[config.mk]
export PLATFORM = sky130hd
export DESIGN_NAME = aes_bytestep
export DESIGN_NICKNAME = d
export VERILOG_FILES = /design/src/rtl/aes_bs_pkg.sv /design/src/rtl/aes_bs_sbox.sv /design/src/rtl/aes_bs_expand.sv /design/src/rtl/aes_bytestep.sv
export SDC_FILE = /design/constraint.sdc
export NUM_CORES = 1
export LEC_CHECK = 0
export ABC_AREA = 1
export BUFFER_PORTS_ARGS = -buffer_cell sky130_fd_sc_hd__buf_2
export CORE_MARGIN = 1.5
export CORE_UTILIZATION = 50
export DETAILED_ROUTE_END_ITERATION = 8
export GPL_TIMING_DRIVEN = 0
export HOLD_SLACK_MARGIN = 0.02
export MAX_ROUTING_LAYER = met4
export PLACE_DENSITY = 0.67
export SYNTH_ARGS = -nofsm -noshare
export SYNTH_HDL_FRONTEND = slang
export SYNTH_HIERARCHICAL = 1
export SYNTH_SLANG_ARGS = --single-unit
export TNS_END_PERCENT = 20
[constraint.sdc]
create_clock -name clk -period 19.35 [get_ports clk]
set_input_delay 1.935 -clock clk [delete_from_list [all_inputs] [get_ports clk]]
set_output_delay 1.935 -clock clk [all_outputs]
set_load 0.01 [all_outputs]
[src/rtl/aes_bs_pkg.sv]
package aes_bs_pkg;

  typedef enum logic [1:0] {
    MD_ENC_LAST = 2'b00,
    MD_ENC_MID  = 2'b01,
    MD_DEC_LAST = 2'b10,
    MD_DEC_MID  = 2'b11
  } step_mode_e;

  localparam int BYTE_W = 8;
  localparam int LANES  = 4;
  localparam int WORD_W = BYTE_W * LANES;

  function automatic logic [7:0] gf_dbl(input logic [7:0] a);
    gf_dbl = {a[6:0], 1'b0} ^ (a[7] ? 8'h1B : 8'h00);
  endfunction

  function automatic logic [7:0] gf_mul(input logic [7:0] a, input logic [7:0] b);
    logic [7:0] acc;
    logic [7:0] sh;
    acc = 8'h00;
    sh  = a;
    for (int i = 0; i < 8; i++) begin
      if (b[i]) acc = acc ^ sh;
      sh = gf_dbl(sh);
    end
    gf_mul = acc;
  endfunction

  // x^254 equals the multiplicative inverse in GF(2^8); 0 maps to 0
  function automatic logic [7:0] gf_inv(input logic [7:0] x);
    logic [7:0] r;
    logic [7:0] p;
    r = 8'h01;
    p = x;
    for (int i = 0; i < 8; i++) begin
      if (i != 0) r = gf_mul(r, p);
      p = gf_mul(p, p);
    end
    gf_inv = r;
  endfunction

  function automatic logic [7:0] rol8(input logic [7:0] v, input int n);
    rol8 = (v << n) | (v >> (8 - n));
  endfunction

  function automatic logic [7:0] fwd_affine(input logic [7:0] v);
    fwd_affine = v ^ rol8(v, 1) ^ rol8(v, 2) ^ rol8(v, 3) ^ rol8(v, 4) ^ 8'h63;
  endfunction

  function automatic logic [7:0] inv_affine(input logic [7:0] v);
    inv_affine = rol8(v, 1) ^ rol8(v, 3) ^ rol8(v, 6) ^ 8'h05;
  endfunction

  // column coefficient for output lane (LSB lane = 0) fed by row 0
  function automatic logic [7:0] mix_coef(input logic inv, input int lane);
    logic [7:0] c;
    case (lane)
      0:       c = inv ? 8'h0E : 8'h02;
      1:       c = inv ? 8'h09 : 8'h01;
      2:       c = inv ? 8'h0D : 8'h01;
      default: c = inv ? 8'h0B : 8'h03;
    endcase
    mix_coef = c;
  endfunction

  function automatic logic [31:0] rotl_lanes(input logic [31:0] w, input logic [1:0] n);
    logic [31:0] r;
    case (n)
      2'd0:    r = w;
      2'd1:    r = {w[23:0], w[31:24]};
      2'd2:    r = {w[15:0], w[31:16]};
      default: r = {w[7:0],  w[31:8]};
    endcase
    rotl_lanes = r;
  endfunction

endpackage

[src/rtl/aes_bs_sbox.sv]
module aes_bs_sbox
  import aes_bs_pkg::*;
(
  input  logic [7:0] din,
  input  logic       inv,
  output logic [7:0] dout
);
  logic [7:0] pre;
  logic [7:0] recip;

  // one shared field inverter serves both directions
  always_comb begin
    pre   = inv ? inv_affine(din) : din;
    recip = gf_inv(pre);
    dout  = inv ? recip : fwd_affine(recip);
  end
endmodule

[src/rtl/aes_bs_expand.sv]
module aes_bs_expand
  import aes_bs_pkg::*;
#(
  parameter int LANE_CNT = LANES
) (
  input  logic [7:0]            sub_byte,
  input  logic [1:0]            mode,
  input  logic [1:0]            sel,
  output logic [8*LANE_CNT-1:0] word
);
  localparam int WW = 8 * LANE_CNT;
  logic [WW-1:0] raw;

  for (genvar g = 0; g < LANE_CNT; g++) begin : g_lane
    logic [7:0] prod;
    always_comb begin
      prod = gf_mul(sub_byte, mix_coef(mode[1], g));
      if (mode[0])     raw[8*g +: 8] = prod;
      else if (g == 0) raw[8*g +: 8] = sub_byte;
      else             raw[8*g +: 8] = 8'h00;
    end
  end

  assign word = rotl_lanes(raw, sel);
endmodule

[src/rtl/aes_bytestep.sv]
module aes_bytestep
  import aes_bs_pkg::*;
#(
  parameter int TAG_W = 4
) (
  input  logic             clk,
  input  logic             rst,
  input  logic             in_valid,
  input  logic [TAG_W-1:0] in_tag,
  input  logic [31:0]      in_acc,
  input  logic [31:0]      in_src,
  input  logic [1:0]       in_sel,
  input  logic [1:0]       in_mode,
  output logic             out_valid,
  output logic [TAG_W-1:0] out_tag,
  output logic [31:0]      out_word
);
  localparam int NB = WORD_W / BYTE_W;

  // byte pick
  logic [7:0] src_b [NB];
  for (genvar g = 0; g < NB; g++) begin : g_pick
    assign src_b[g] = in_src[8*g +: 8];
  end

  logic [7:0] sub_now;
  aes_bs_sbox sbox_i (
    .din  (src_b[in_sel]),
    .inv  (in_mode[1]),
    .dout (sub_now)
  );

  // stage 1: substitution result
  logic             s1_v;
  logic [TAG_W-1:0] s1_tag;
  logic [31:0]      s1_acc;
  logic [1:0]       s1_sel;
  logic [1:0]       s1_mode;
  logic [7:0]       s1_sub;

  always_ff @(posedge clk) begin
    if (rst) begin
      s1_v <= 1'b0;
    end else begin
      s1_v <= in_valid;
    end
    if (in_valid) begin
      s1_tag  <= in_tag;
      s1_acc  <= in_acc;
      s1_sel  <= in_sel;
      s1_mode <= in_mode;
      s1_sub  <= sub_now;
    end
  end

  // stage 2: expand, rotate, accumulate
  logic [31:0] spread;
  aes_bs_expand #(.LANE_CNT(NB)) expand_i (
    .sub_byte (s1_sub),
    .mode     (s1_mode),
    .sel      (s1_sel),
    .word     (spread)
  );

  always_ff @(posedge clk) begin
    if (rst) begin
      out_valid <= 1'b0;
    end else begin
      out_valid <= s1_v;
    end
    if (s1_v) begin
      out_tag  <= s1_tag;
      out_word <= s1_acc ^ spread;
    end
  end
endmodule

==> impl_metrics.env <==
export IMPL_status="finished, final reports clean"
export IMPL_grt_util_met2=0.483
export IMPL_cts_setup_buffers=0
export IMPL_drv_slew=0
export IMPL_dpl_hpwl_um=68000
export IMPL_clock_skew_ps=6.31
export IMPL_slew_headroom=0.265
export IMPL_synthArstFlopShare=0
export IMPL_use_met1=0.464
export IMPL_core_um2=51600
export IMPL_cp_depth=108
export IMPL_clkLatencyLatePin_ps=340
export IMPL_end_kind="flop"
export IMPL_rsz0062_at_grt="false"
export IMPL_clk_pin_slew_ps=70
export IMPL_start_util=0.508
export IMPL_dieArea_um2=53900
export IMPL_first_global_vias=25969
export IMPL_final_nets=4899
export IMPL_critPathBufInv=29
export IMPL_rows=83
export IMPL_gr_max_usage_layer="met2"
export IMPL_cp_arrival_ps=17600
export IMPL_hp_class="reg -> reg"
export IMPL_grt_usage=0.319
export IMPL_vias=29578
export IMPL_cts_resized=0
export IMPL_die_w_um=232
export IMPL_critPathMostFrequentCell="nand2_1"
export IMPL_viasPerCell=5.37
export IMPL_synth_nets=4777
export IMPL_io_buffers=111
export IMPL_hold_viol=0
export IMPL_synth_area_per_cell_um2=5.59
export IMPL_firstDrtPassIters=6
export IMPL_areaGrowthSynthToFinish_pct=6.54
export IMPL_ant_nets=0
export IMPL_worst_setup_path_type="in -> reg"
export IMPL_clk_path_buf_depth=2
export IMPL_grt_max_degree=50
export IMPL_postCtsHoldBufs=0
export IMPL_use_met3=0.0320
export IMPL_gr_total_overflow=0
export IMPL_cts_sinks=86
export IMPL_drv_cap=0
export IMPL_cts_tree="done"
export IMPL_drt_iter0_markers=2648
export IMPL_setup_viol=0
export IMPL_cts_root_buffer="clkbuf_16"
export IMPL_antenna_found_initial=1
export IMPL_drt_total_wl_um=84700
export IMPL_clock_fmax_mhz=57.1
export IMPL_cp_slowest_stage_delay_ps=470
export IMPL_die_h_um=232
export IMPL_synth_distinct_cells=62
export IMPL_gp_congestion=0.977
export IMPL_rr_worst_depth=7
export IMPL_io_pin_count=112
export IMPL_crit_family="simple AND/OR/NAND/NOR gates"
export IMPL_cp_required_ps=19460
export IMPL_startpoint_type="input pin"
export IMPL_whs_path_depth=0
export IMPL_syn_instance_count=4695
export IMPL_synth_edf_count=84
export IMPL_slowest_stage="ha_1"
export IMPL_tns_ps=0
export IMPL_wire_per_inst_um=15.4
export IMPL_fin_crit_sh=0.904
export IMPL_ys_flop_type="edfxtp_1"
export IMPL_crit_path_max_fanout=10
export IMPL_syn_area_um2=26200
export IMPL_htree_levels=3
export IMPL_tightest_slew_ps=1100
export IMPL_finalCriticalPeriod_ps=17500
export IMPL_synth_seq_area_share=0.0976
export IMPL_synth_seq_cells=86
export IMPL_cts_buffers=9
export IMPL_grt_pass1_wl_um=137000
export IMPL_yosysWarnings=6
export IMPL_remaining_drc_errors=0
export IMPL_drive_gt1_frac=0.200
[sequential cells by signal (all words and copies together), names as in the netlist]
register / cells
s1_sel: 2
out_tag: 4
s1_tag: 4
s1_acc: 32
s1_v: 1
out_word: 32
s1_mode: 2
s1_sub: 8
out_valid: 1
[cell families (layout without fill, tap and decap cells)]
kind of cell / count (synthesis) / count (layout) / share of synthesized area
AOI/OAI and AO/OA: 151 / 151 / 0.0362
xor gates and xnor gates: 260 / 260 / 0.0972
adders and majority gates: 7 / 7 / 0.00334
buffers and inverters: 678 / 805 / 0.124
DFF: 86 / 86 / 0.0976
other: 0 / 1 / 0
and+or+nand+nor: 3513 / 3513 / 0.641
[synth_stat cells, types with 43 or more instances]
| cell | instances | area share |
|---|---|---|
| nor2_1 | 223 | 0.032 |
| nand2_2 | 345 | 0.082 |
| nand3_2 | 68 | 0.026 |
| edfxtp_1 | 84 | 0.096 |
| nand2_4 | 99 | 0.042 |
| xor2_1 | 166 | 0.055 |
| nand3b_1 | 46 | 0.013 |
| xnor2_1 | 62 | 0.021 |
| buf_6 | 45 | 0.019 |
| nand4_1 | 83 | 0.020 |
| nand2_1 | 1870 | 0.27 |
| nand3_1 | 701 | 0.13 |
| inv_1 | 432 | 0.062 |
| inv_2 | 99 | 0.014 |
| o21ai_1 | 43 | 0.0082 |
[worst paths after layout]
check | slack, ps | from | endpoint
worst max register to register | 17150 | s1_sel[1]$_DFFE_PP_ | out_word[14]$_DFFE_PP_
worst min-delay path | 430 | s1_tag[3]$_DFFE_PP_ | out_tag[3]$_DFFE_PP_
worst min register to register | 430 | s1_tag[3]$_DFFE_PP_ | out_tag[3]$_DFFE_PP_
worst max-delay path | 1850 | in_sel[1] | s1_sub[5]$_DFFE_PP_
[layer usage]
layer,wire [µm],up-vias
met5,0,-
met4,842,0
met3,7080,70
met2,36700,1093
met1,40100,13342
li1,-,15073
[per-stage QoR]
step | setup slack, ps | hold WS (ps) | utilization | cell area [µm²] | instances
after floorplan | 5060 | 400 | - | 26200 | 4695
after global placement | 1850 | 403 | 0.536 | 27700 | 5486
after detailed placement | 1810 | 415 | 0.536 | 27700 | 5486
after CTS | 2100 | 431 | 0.542 | 28000 | 5502
after global routing | 461 | 432 | 0.542 | 28000 | 5503
final | 1850 | 429 | 0.542 | 28000 | 5503
[cell usage in the layout, fill, tap and decap left out, types with 9 or more instances in the layout]
| cell type | n |
|---|---|
| a21oi_1 | 24 |
| buf_2 | 138 |
| buf_4 | 13 |
| buf_6 | 45 |
| clkbuf_1 | 12 |
| clkbuf_16 | 9 |
| edfxtp_1 | 84 |
| inv_1 | 432 |
| inv_2 | 99 |
| inv_4 | 15 |
| nand2_1 | 1870 |
| nand2_2 | 345 |
| nand2_4 | 99 |
| nand3_1 | 701 |
| nand3_2 | 68 |
| nand3b_1 | 46 |
| nand4_1 | 83 |
| nor2_1 | 223 |
| nor2_2 | 35 |
| o2111ai_1 | 15 |
| o211ai_1 | 11 |
| o21ai_0 | 26 |
| o21ai_1 | 43 |
| or2_1 | 17 |
| xnor2_1 | 62 |
| xor2_1 | 166 |
| xor2_2 | 23 |
[layout make-up]
| type | instances | area [µm²] |
|---|---|---|
| Fill cell | 5499 | 23700 |
| Multi-Input combinational cell | 3931 | 20400 |
| Sequential cell | 86 | 2560 |
| Inverter | 559 | 2170 |
| Buffer | 119 | 1090 |
| Tap cell | 680 | 851 |
| Timing Repair Buffer | 111 | 556 |
| Clock buffer | 10 | 229 |
| Clock inverter | 6 | 77.6 |
| Antenna cell | 1 | 2.50 |
Power is not shown: default switching activity piles up to over one toggle a cycle in this logic, so the estimate is an artifact.
